--- config.mk ---
export PLATFORM = sky130hd
export DESIGN_NAME = opcode_field_decoder
export DESIGN_NICKNAME = d
export VERILOG_FILES = /design/src/rtl/opcode_field_decoder.sv
export SDC_FILE = /design/constraint.sdc
export NUM_CORES = 1
export LEC_CHECK = 0
export BUFFER_PORTS_ARGS = -buffer_cell sky130_fd_sc_hd__buf_2
export CAP_MARGIN = 10
export CORE_MARGIN = 5
export CORE_UTILIZATION = 45
export CTS_BUF_LIST = sky130_fd_sc_hd__clkbuf_8
export DETAILED_ROUTE_END_ITERATION = 10
export GPL_TIMING_DRIVEN = 1
export PLACE_DENSITY = 0.77
export SETUP_SLACK_MARGIN = 0.3
export SYNTH_ARGS = -nofsm -noshare
export SYNTH_HDL_FRONTEND = slang
export SYNTH_SLANG_ARGS = --single-unit
--- constraint.sdc ---
create_clock -name clk -period 1.3 [get_ports clk]
set_input_delay 0.13 -clock clk [delete_from_list [all_inputs] [get_ports clk]]
set_output_delay 0.13 -clock clk [all_outputs]
set_load 0.02 [all_outputs]
--- src/rtl/opcode_field_decoder.sv ---
module opcode_field_decoder (
  input  logic       clk,
  input  logic       rst_n,
  input  logic       op_valid,
  input  logic [7:0] opcode,
  input  logic [3:0] flags,
  output logic       dec_valid,
  output logic [3:0] dec_class,
  output logic [2:0] src_reg,
  output logic [2:0] dst_reg,
  output logic [2:0] alu_op,
  output logic [2:0] cond_code,
  output logic [1:0] inst_len,
  output logic       mem_operand,
  output logic       cond_met,
  output logic       illegal
);
  localparam logic [3:0] CL_NOP  = 4'd0;
  localparam logic [3:0] CL_HALT = 4'd1;
  localparam logic [3:0] CL_MOVE = 4'd2;
  localparam logic [3:0] CL_ALU  = 4'd3;
  localparam logic [3:0] CL_ALUI = 4'd4;
  localparam logic [3:0] CL_LDI  = 4'd5;
  localparam logic [3:0] CL_JMP  = 4'd6;
  localparam logic [3:0] CL_CALL = 4'd7;
  localparam logic [3:0] CL_RET  = 4'd8;
  localparam logic [3:0] CL_ROT  = 4'd9;
  localparam logic [2:0] MEM_REG = 3'd7;

  wire [2:0] hi = opcode[5:3];
  wire [2:0] lo = opcode[2:0];
  wire       sel_flag = flags[hi[1:0]];
  wire       cond_true = hi[2] ? sel_flag : ~sel_flag;

  logic [3:0] n_class;
  logic [2:0] n_src, n_dst, n_alu, n_cond;
  logic [1:0] n_len;
  logic       n_mem, n_met, n_ill;

  always_comb begin
    n_class = CL_NOP;
    n_src = '0; n_dst = '0; n_alu = '0; n_cond = '0;
    n_len = 2'd1; n_mem = 1'b0; n_met = 1'b0; n_ill = 1'b0;
    if (opcode == 8'h00 || opcode == 8'h01 || opcode == 8'hFF) begin
      n_class = CL_HALT;
    end else if (opcode == 8'hC0) begin
      n_class = CL_NOP;
    end else begin
      case (opcode[7:6])
        2'b11: begin
          n_class = CL_MOVE; n_src = lo; n_dst = hi;
          n_mem = (lo == MEM_REG) || (hi == MEM_REG);
        end
        2'b10: begin
          n_class = CL_ALU; n_src = lo; n_alu = hi;
          n_mem = (lo == MEM_REG);
        end
        2'b01: begin
          n_len = 2'd3;
          case (lo)
            3'd0: begin n_class = CL_JMP;  n_cond = hi; n_met = cond_true; end
            3'd2: begin n_class = CL_CALL; n_cond = hi; n_met = cond_true; end
            3'd4: begin n_class = CL_JMP;  n_met = 1'b1; end
            3'd6: begin n_class = CL_CALL; n_met = 1'b1; end
            default: begin n_ill = 1'b1; n_len = 2'd1; end
          endcase
        end
        default: begin
          case (lo)
            3'd3: begin n_class = CL_RET; n_cond = hi; n_met = cond_true; end
            3'd7: begin n_class = CL_RET; n_met = 1'b1; end
            3'd4: begin n_class = CL_ALUI; n_alu = hi; n_len = 2'd2; end
            3'd6: begin
              n_class = CL_LDI; n_dst = hi; n_len = 2'd2;
              n_mem = (hi == MEM_REG);
            end
            3'd2: begin
              if (hi[2:1] == 2'b00) n_class = CL_ROT;
              else n_ill = 1'b1;
            end
            default: n_ill = 1'b1;
          endcase
        end
      endcase
    end
  end

  always_ff @(posedge clk) begin
    if (!rst_n) begin
      dec_valid <= 1'b0;
      dec_class <= '0; src_reg <= '0; dst_reg <= '0; alu_op <= '0;
      cond_code <= '0; inst_len <= '0; mem_operand <= 1'b0;
      cond_met <= 1'b0; illegal <= 1'b0;
    end else begin
      dec_valid <= op_valid;
      if (op_valid) begin
        dec_class <= n_class; src_reg <= n_src; dst_reg <= n_dst;
        alu_op <= n_alu; cond_code <= n_cond; inst_len <= n_len;
        mem_operand <= n_mem; cond_met <= n_met; illegal <= n_ill;
      end
    end
  end
endmodule

==> results of run 1 <==
power breakdown:
group          internal [mW]  switching [mW]
sequential             0.697          0.0108
combinational          0.157           0.180
clock                  0.270           0.225
synthesized netlist by cell type, drive strengths merged (2+ instances only):
cell type / instances
buf: 6
nor2b: 9
dfxtp: 22
or3: 2
a32o: 6
inv: 3
nand3: 2
clkbuf: 3
nand2b: 2
nor3: 2
a22o: 6
nand2: 6
nor2: 11
o21ai: 3
o211a: 3
a21oi: 9
per-stage QoR:
step / util (%) / setup slack [ns] / hold WS, ns / TNS [ns] / power (mW)
floorplan: - / 0.08019 / 0.2475 / 0 / 0.8896
global placement: 62.48 / -0.1022 / 0.4325 / -0.9230 / 0.9935
detailed placement: 62.48 / -0.1335 / 0.4356 / -1.237 / 1.001
CTS: 66.65 / 0.2217 / 0.1633 / 0 / 1.500
global route: 71.90 / 0.1864 / 0.1788 / 0 / 1.599
finish: 71.90 / 0.2069 / 0.1577 / 0 / 1.540
layout make-up:
class | instances | area, µm²
Timing Repair Buffer | 59 | 414.1
Inverter | 3 | 11.26
Multi-Input combinational cell | 76 | 619.3
Sequential cell | 22 | 440.4
Fill cell | 166 | 615.6
Clock buffer | 4 | 55.05
Tap cell | 28 | 35.03
layer usage:
metal  wire (µm)  global-route usage (%)  up-vias
met1        1292                   23.18      522
met2        1669                   33.71       56
met5           0                       0        -
met4          99                   7.947        0
li1            -                       -      512
met3         236                   3.394       11
cells by family (layout without fill, tap and decap cells):
| logic type | Yosys count | in the layout | share of synthesized area, % |
|---|---|---|---|
| AND/OR/NAND/NOR | 37 | 37 | 18.84 |
| AO/OA/AOI/OAI | 36 | 37 | 28.45 |
| flip-flops | 22 | 22 | 43.35 |
| buffers and inverters | 12 | 66 | 6.280 |
| XOR/XNOR | 1 | 1 | 0.8622 |
| multiplexers | 1 | 1 | 2.217 |
cells in the final DEF, fill, tap and decap left out, types with 2 or more instances in the layout:
| cell | instances |
|---|---|
| a21oi_1 | 7 |
| a22o_1 | 6 |
| a32o_1 | 6 |
| buf_12 | 2 |
| buf_2 | 29 |
| buf_4 | 23 |
| buf_6 | 3 |
| clkbuf_8 | 4 |
| dfxtp_1 | 22 |
| inv_2 | 2 |
| nand2_1 | 4 |
| nand2_2 | 2 |
| nand2b_1 | 2 |
| nor2_1 | 10 |
| nor2b_1 | 7 |
| o211a_1 | 2 |
| o211a_4 | 2 |
| o21ai_1 | 2 |
| or3_4 | 2 |
worst reg2reg max path: cells and delay by family (launching register included):
kind,cells,cell delay (ns)
and+or+nand+nor,2,0.27
AOI/OAI and AO/OA,1,0.06
DFF,1,0.33
path summary, 6_finish.rpt:
| kind | startpoint | end | slack, ns | cells past startpoint |
|---|---|---|---|---|
| setup / recovery | opcode[3] | cond_met | 0.21 | 5 |
| setup reg to reg | src_reg[2] | src_reg[2] | 0.58 | 3 |
| hold reg to reg | illegal | illegal | 0.47 | 2 |
| hold / removal | rst_n | dec_class[2] | 0.16 | 2 |
what timing repair did:
| action | CTS | global route |
|---|---|---|
| setup endpoints to repair | 11 | 14 |
| pin swaps | 0 | 6 |
| gates cloned | 1 | 0 |
| setup buffers | 0 | 4 |
| hold endpoints to repair | 0 | 0 |
| resized for setup | 8 | 20 |
==> results.toml, run 1 <==
[global_route]
grt_antenna_before_repair = 0
grt_pass1_vias = 1051
grt_use_total_pct = 19.34
grt_max_degree = 14
grt_overflow = 0
grt_pass1_wl_mm = 4.974

[finish]
postLayoutCellArea_um2 = 1575
area_growth_pct = 55.05
finalNetCount = 180
fin_cells = 192
largest_register = "dec_class"
drive_above_1_share_pct = 50.61
largest_reg_flops = 4
antennaDiodeCount = 0

[critical_path]
cp-end-kind = "flop"
critical-path-top-delay-family = "multiplexers"
critPathKind = "input pin to flop"
max_stage_delay_ns = 0.49
path_cells = "buf_12 -> mux4_2 -> xor2_1 -> a211o_1 -> a21oi_2"
crit_fanout = 4
crit_required_ns = 1.51
crit_buf_inv = 1
startpoint_type = "input pin"
worst_ep_arrival_time_ns = 1.30
cpMaxStageDelayCell = "mux4_2"

[logic_synthesis]
ys_types = 37
synthFlopType = "dfxtp_1"
synth.top_cell.area_share_pct = 43.35
yosysWarnings = 0
syn_inst = 109
synthesis.area_um2 = 1016
async_reset_ff_share_pct = 0
synth_edf_count = 0
synth.area.top_cells = "dfxtp_1, a32o_1, nor2b_1"
yosys.area.top_type = "dfxtp_1"
yosysSeqAreaShare_pct = 43.35
ys_seq_elements = 22
synth.avg_cell_area_um2 = 9.321
syn_nets = 124

[place]
dp_hpwl_mm = 2.219
placed_area_um2 = 1369
portBuffers = 36
placed_cells = 183
gp_congestion = 0.8689

[die]
die_w_um = 57.52
dieArea_um2 = 3308
start_util_pct = 46.37
ioPinCount = 37
fp.dieH_um = 57.52
core-area_um2 = 2191
row_count = 17

[timing]
worst_slew_pin_slew_ns = 0.2917
fin_skew_ns = 0
finalCritPeriodShare_pct = 84.09
period_minus_slack_ns = 1.093
relSlewSlack_pct = 80.42
drv_slew = 0
finalHoldViolCount = 0
finalSetupViolations = 0
rsz0062_at_grt = "yes"
max_freq_mhz = 914.8

[clock_tree]
root_buffer = "clkbuf_8"
holdBufCountCts = 0
cts_made_buffers = 3
htreeDepth = 1
clk_latency_ns = 0.27
path_clk_slew_ns = 0.08
clkSinkCount = 22
cts_tree = "built"
cts_buffer_depth = 2

[pwr]
p_leak_nw = 0.7199
ir_worst_vdd_mv = 0.7394
power.density_nw_per_um2 = 977.7

[drt]
postRouteAntennaNets = 0
routed_via_density = 5.734
drcViolationCount = 0
vias = 1101
drt_pass1_iterations = 4
first_iter_violations = 32
routedWlPerCell_um = 17.18
drt-total-wl_mm = 3.298

[hold_path]
hp-class = "input pin to flop"

[status]
outcome = "completed"

[job]
max_cap_violations = 0
Note: power is estimated with default switching activity, not from simulation.
==> inputs of run 2 (changes only) <==
==> constraint.sdc (replaced) <==
create_clock -name clk -period 1 [get_ports clk]
set_input_delay 0.1 -clock clk [delete_from_list [all_inputs] [get_ports clk]]
set_output_delay 0.1 -clock clk [all_outputs]
set_load 0.02 [all_outputs]
==> run 2 against run 1 <==
  * The flow now stops in 5_1_grt
  * Synthesized cell count unchanged
  * Synthesized area unchanged
==> results.toml, run 2 <==
[logic_synthesis]
synthFlopType = "dfxtp_1"
synthesis.area_um2 = 1016
synth.avg_cell_area_um2 = 9.321
ys_types = 37
yosys.area.top_type = "dfxtp_1"
yosysMostFrequentCell = "dfxtp_1"
ys_seq_elements = 22
async_reset_ff_share_pct = 0
synth.top_cell.area_share_pct = 43.35
yosysWarnings = 0
synth.area.top_cells = "dfxtp_1, a32o_1, nor2b_1"
synthTopCellsByCount = "dfxtp_1, nor2_1, nor2b_1"
syn_nets = 124
yosysSeqAreaShare_pct = 43.35
synth_edf_count = 0
syn_inst = 109

[clock_tree]
holdBufCountCts = 0
htreeDepth = 1
root_buffer = "clkbuf_8"
cts_made_buffers = 3
cts_buffer_depth = 2
clkSinkCount = 22

[status]
haltStage = "5_1_grt"
stop_error = "[ERROR DPL-0038] Utilization greater than 100%, impossible to legalize"
outcome = "stopped before the end"

[die]
die_w_um = 57.52
row_count = 17
ioPinCount = 37
start_util_pct = 46.37
fp.dieH_um = 57.52

[place]
dp_hpwl_mm = 2.306
portBuffers = 36
gp_congestion = 0.9183

[global_route]
grt_max_degree = 14

[timing]
worstEpCategory = "register input"
postGrtWorstEndpoint = "cond_met$_SDFFE_PN0P_/D"
[run 2: cell counts after synthesis]
No cell type changed its count.
[run 2: per-stage QoR]
stage          worst slack (ns)  cells  setup TNS, ns  instance area, µm²
4_1_cts                -0.01288    211       -0.01288                2083
2_1_floorplan           -0.1897    109         -1.808                1150
3_5_place_dp            -0.4018    194         -5.692                1500
3_3_place_gp            -0.3766    194         -5.084                1500
[run 2: repair_timing]
item / CTS
gates resized for setup: 122
pin swaps: 21
endpoints found under the setup margin: 43
gates cloned: 1
buffers inserted: 12
[run 2: cell families after synthesis]
group / Yosys count / share of synthesized area, %
DFF: 22 / 43.35
AOI/OAI and AO/OA: 36 / 28.45
and+or+nand+nor: 37 / 18.84
xor gates and xnor gates: 1 / 0.8622
buffers and inverters: 12 / 6.280
muxes: 1 / 2.217
==> inputs of run 3 (changes only) <==
==> config.mk (replaced) <==
export PLATFORM = sky130hd
export DESIGN_NAME = opcode_field_decoder
export DESIGN_NICKNAME = d
export VERILOG_FILES = /design/src/rtl/opcode_field_decoder.sv
export SDC_FILE = /design/constraint.sdc
export NUM_CORES = 1
export LEC_CHECK = 0
export BUFFER_PORTS_ARGS = -buffer_cell sky130_fd_sc_hd__buf_2
export CAP_MARGIN = 10
export CORE_AREA = 5 5 66 68
export DETAILED_ROUTE_END_ITERATION = 10
export DIE_AREA = 0 0 71 73
export GPL_TIMING_DRIVEN = 1
export PLACE_DENSITY_LB_ADDON = 0.15
export SYNTH_ARGS = -nofsm -noshare
export SYNTH_HDL_FRONTEND = slang
export SYNTH_SLANG_ARGS = --single-unit
==> constraint.sdc (replaced) <==
create_clock -name clk -period 1.3 [get_ports clk]
set_input_delay 0.13 -clock clk [delete_from_list [all_inputs] [get_ports clk]]
set_output_delay 0.13 -clock clk [all_outputs]
set_load 0.02 [all_outputs]
==> run 3 against run 2 <==
  * The flow now finishes without violations
==> results.toml, run 3 (synthesis results as in run 1) <==
[timing]
finalHoldViolCount = 0
period_minus_slack_ns = 1.219
finalWorstSetupSlack_ns = 0.08125
rsz0062_at_grt = "no"
finalSetupViolations = 0
hold_ws_ns = 0.1760
relSlewSlack_pct = 81.88
worst_slew_pin_slew_ns = 0.2693
finalCritPeriodShare_pct = 93.75
fin_skew_ns = 0
max_freq_mhz = 820.5
drv_slew = 0

[drt]
postRouteAntennaNets = 0
first_iter_violations = 29
vias = 1022
routed_via_density = 4.753
drt_pass1_iterations = 4
drt-total-wl_mm = 2.850
routedWlPerCell_um = 13.26
drcViolationCount = 0

[clock_tree]
cts_buffer_depth = 2
cts_made_buffers = 3
root_buffer = "clkbuf_8"
clkSinkCount = 22
clk_latency_ns = 0.26
htreeDepth = 1
path_clk_slew_ns = 0.08
cts_tree = "built"

[die]
row_count = 23
die_w_um = 71
dieArea_um2 = 5183
core-area_um2 = 3799
ioPinCount = 37
fp.dieH_um = 73
start_util_pct = 26.75

[finish]
largest_reg_flops = 4
drive_above_1_share_pct = 44.85
mostFrequentLayoutCells = "buf_2, buf_4, dfxtp_1"
area_growth_pct = 44.34
final_common_cell = "buf_2"
largest_register = "dec_class"
finalNetCount = 181
antennaDiodeCount = 0

[critical_path]
crit_buf_inv = 1
crit_fanout = 6
max_stage_delay_ns = 0.52
critPathKind = "input pin to flop"
reg2reg_to = "src_reg[0]"
reg2reg_slack_ns = 0.60
crit_required_ns = 1.50
startpoint_type = "input pin"
cp-end-kind = "flop"
worst_ep_arrival_time_ns = 1.42
r2r_start = "src_reg[0]"
path_cells = "buf_2 -> mux4_2 -> xor2_1 -> a211o_1 -> a21oi_2"
reg2reg_depth = 3
critical-path-top-delay-family = "multiplexers"
cpMaxStageDelayCell = "mux4_2"

[global_route]
grt_pass1_vias = 1044
grt_max_degree = 14
grt_overflow = 0
grt_use_total_pct = 11.88
grt_antenna_before_repair = 0
grt_pass1_wl_mm = 4.919

[place]
portBuffers = 36
place_ws_ns = -0.2034
dp_hpwl_mm = 2.298
gp_congestion = 0.7613

[pwr]
power.density_nw_per_um2 = 1008
p_leak_nw = 0.6879
ir_worst_vdd_mv = 0.3563

[hold_path]
hold_start = "rst_n"
hold_path_end = "dec_class[2]"
hp-class = "input pin to flop"
holdPathStages = 2

[status]
outcome = "completed"

[job]
max_cap_violations = 0
-- run 3: worst reg2reg max path, stage by stage (launching register included) --
cell	delay [ns]
dfxtp_1	0.32
nor2b_1	0.12
a21oi_1	0.11
nor2b_1	0.05
-- run 3: routing by layer --
layer / routed length (µm) / global-route usage (%) / vias up
li1: - / - / 512
met1: 1327 / 15.59 / 476
met2: 1316 / 19.16 / 30
met3: 178 / 3.030 / 4
met4: 27 / 3.758 / 0
met5: 0 / 0 / -
-- run 3: what timing repair did --
action,4_1_cts,5_1_grt
buffers inserted,0,0
endpoints found under the setup margin,0,5
hold buffers,0,0
resized for setup,0,1
-- run 3: how the worst max path moves through the flow --
| stage | from | endpoint | slack [ns] | cells past startpoint |
|---|---|---|---|---|
| after floorplan | opcode[7] | alu_op[0] | 0.000009 | 6 |
| after global placement | opcode[3] | cond_met | -0.16 | 5 |
| after detailed placement | opcode[3] | cond_met | -0.20 | 5 |
| after CTS | opcode[3] | alu_op[0] | 0.07 | 6 |
| after global routing | opcode[3] | cond_met | 0.04 | 5 |
| final | opcode[3] | cond_met | 0.08 | 5 |
-- run 3: where the power goes --
part	internal (mW)	switching, mW
combinational	0.128	0.149
sequential	0.697	0.0104
clock	0.270	0.224
total	1.09	0.384
-- run 3: stage by stage --
step | instances | util [%] | cell area [µm²] | total power [mW] | TNS (ns)
floorplan | 109 | - | 1028 | 0.8788 | 0
global placement | 211 | 37.15 | 1411 | 1.001 | -1.394
detailed placement | 211 | 37.15 | 1411 | 1.002 | -1.865
CTS | 215 | 38.60 | 1466 | 1.501 | 0
global route | 215 | 38.60 | 1466 | 1.555 | 0
finish | 215 | 38.60 | 1466 | 1.479 | 0
-- run 3: area by class of cell --
class / count / area (µm²)
Timing Repair Buffer: 61 / 380.4
Fill cell: 424 / 2332
Inverter: 3 / 11.26
Clock buffer: 4 / 55.05
Multi-Input combinational cell: 75 / 516.7
Sequential cell: 22 / 440.4
Tap cell: 50 / 62.56
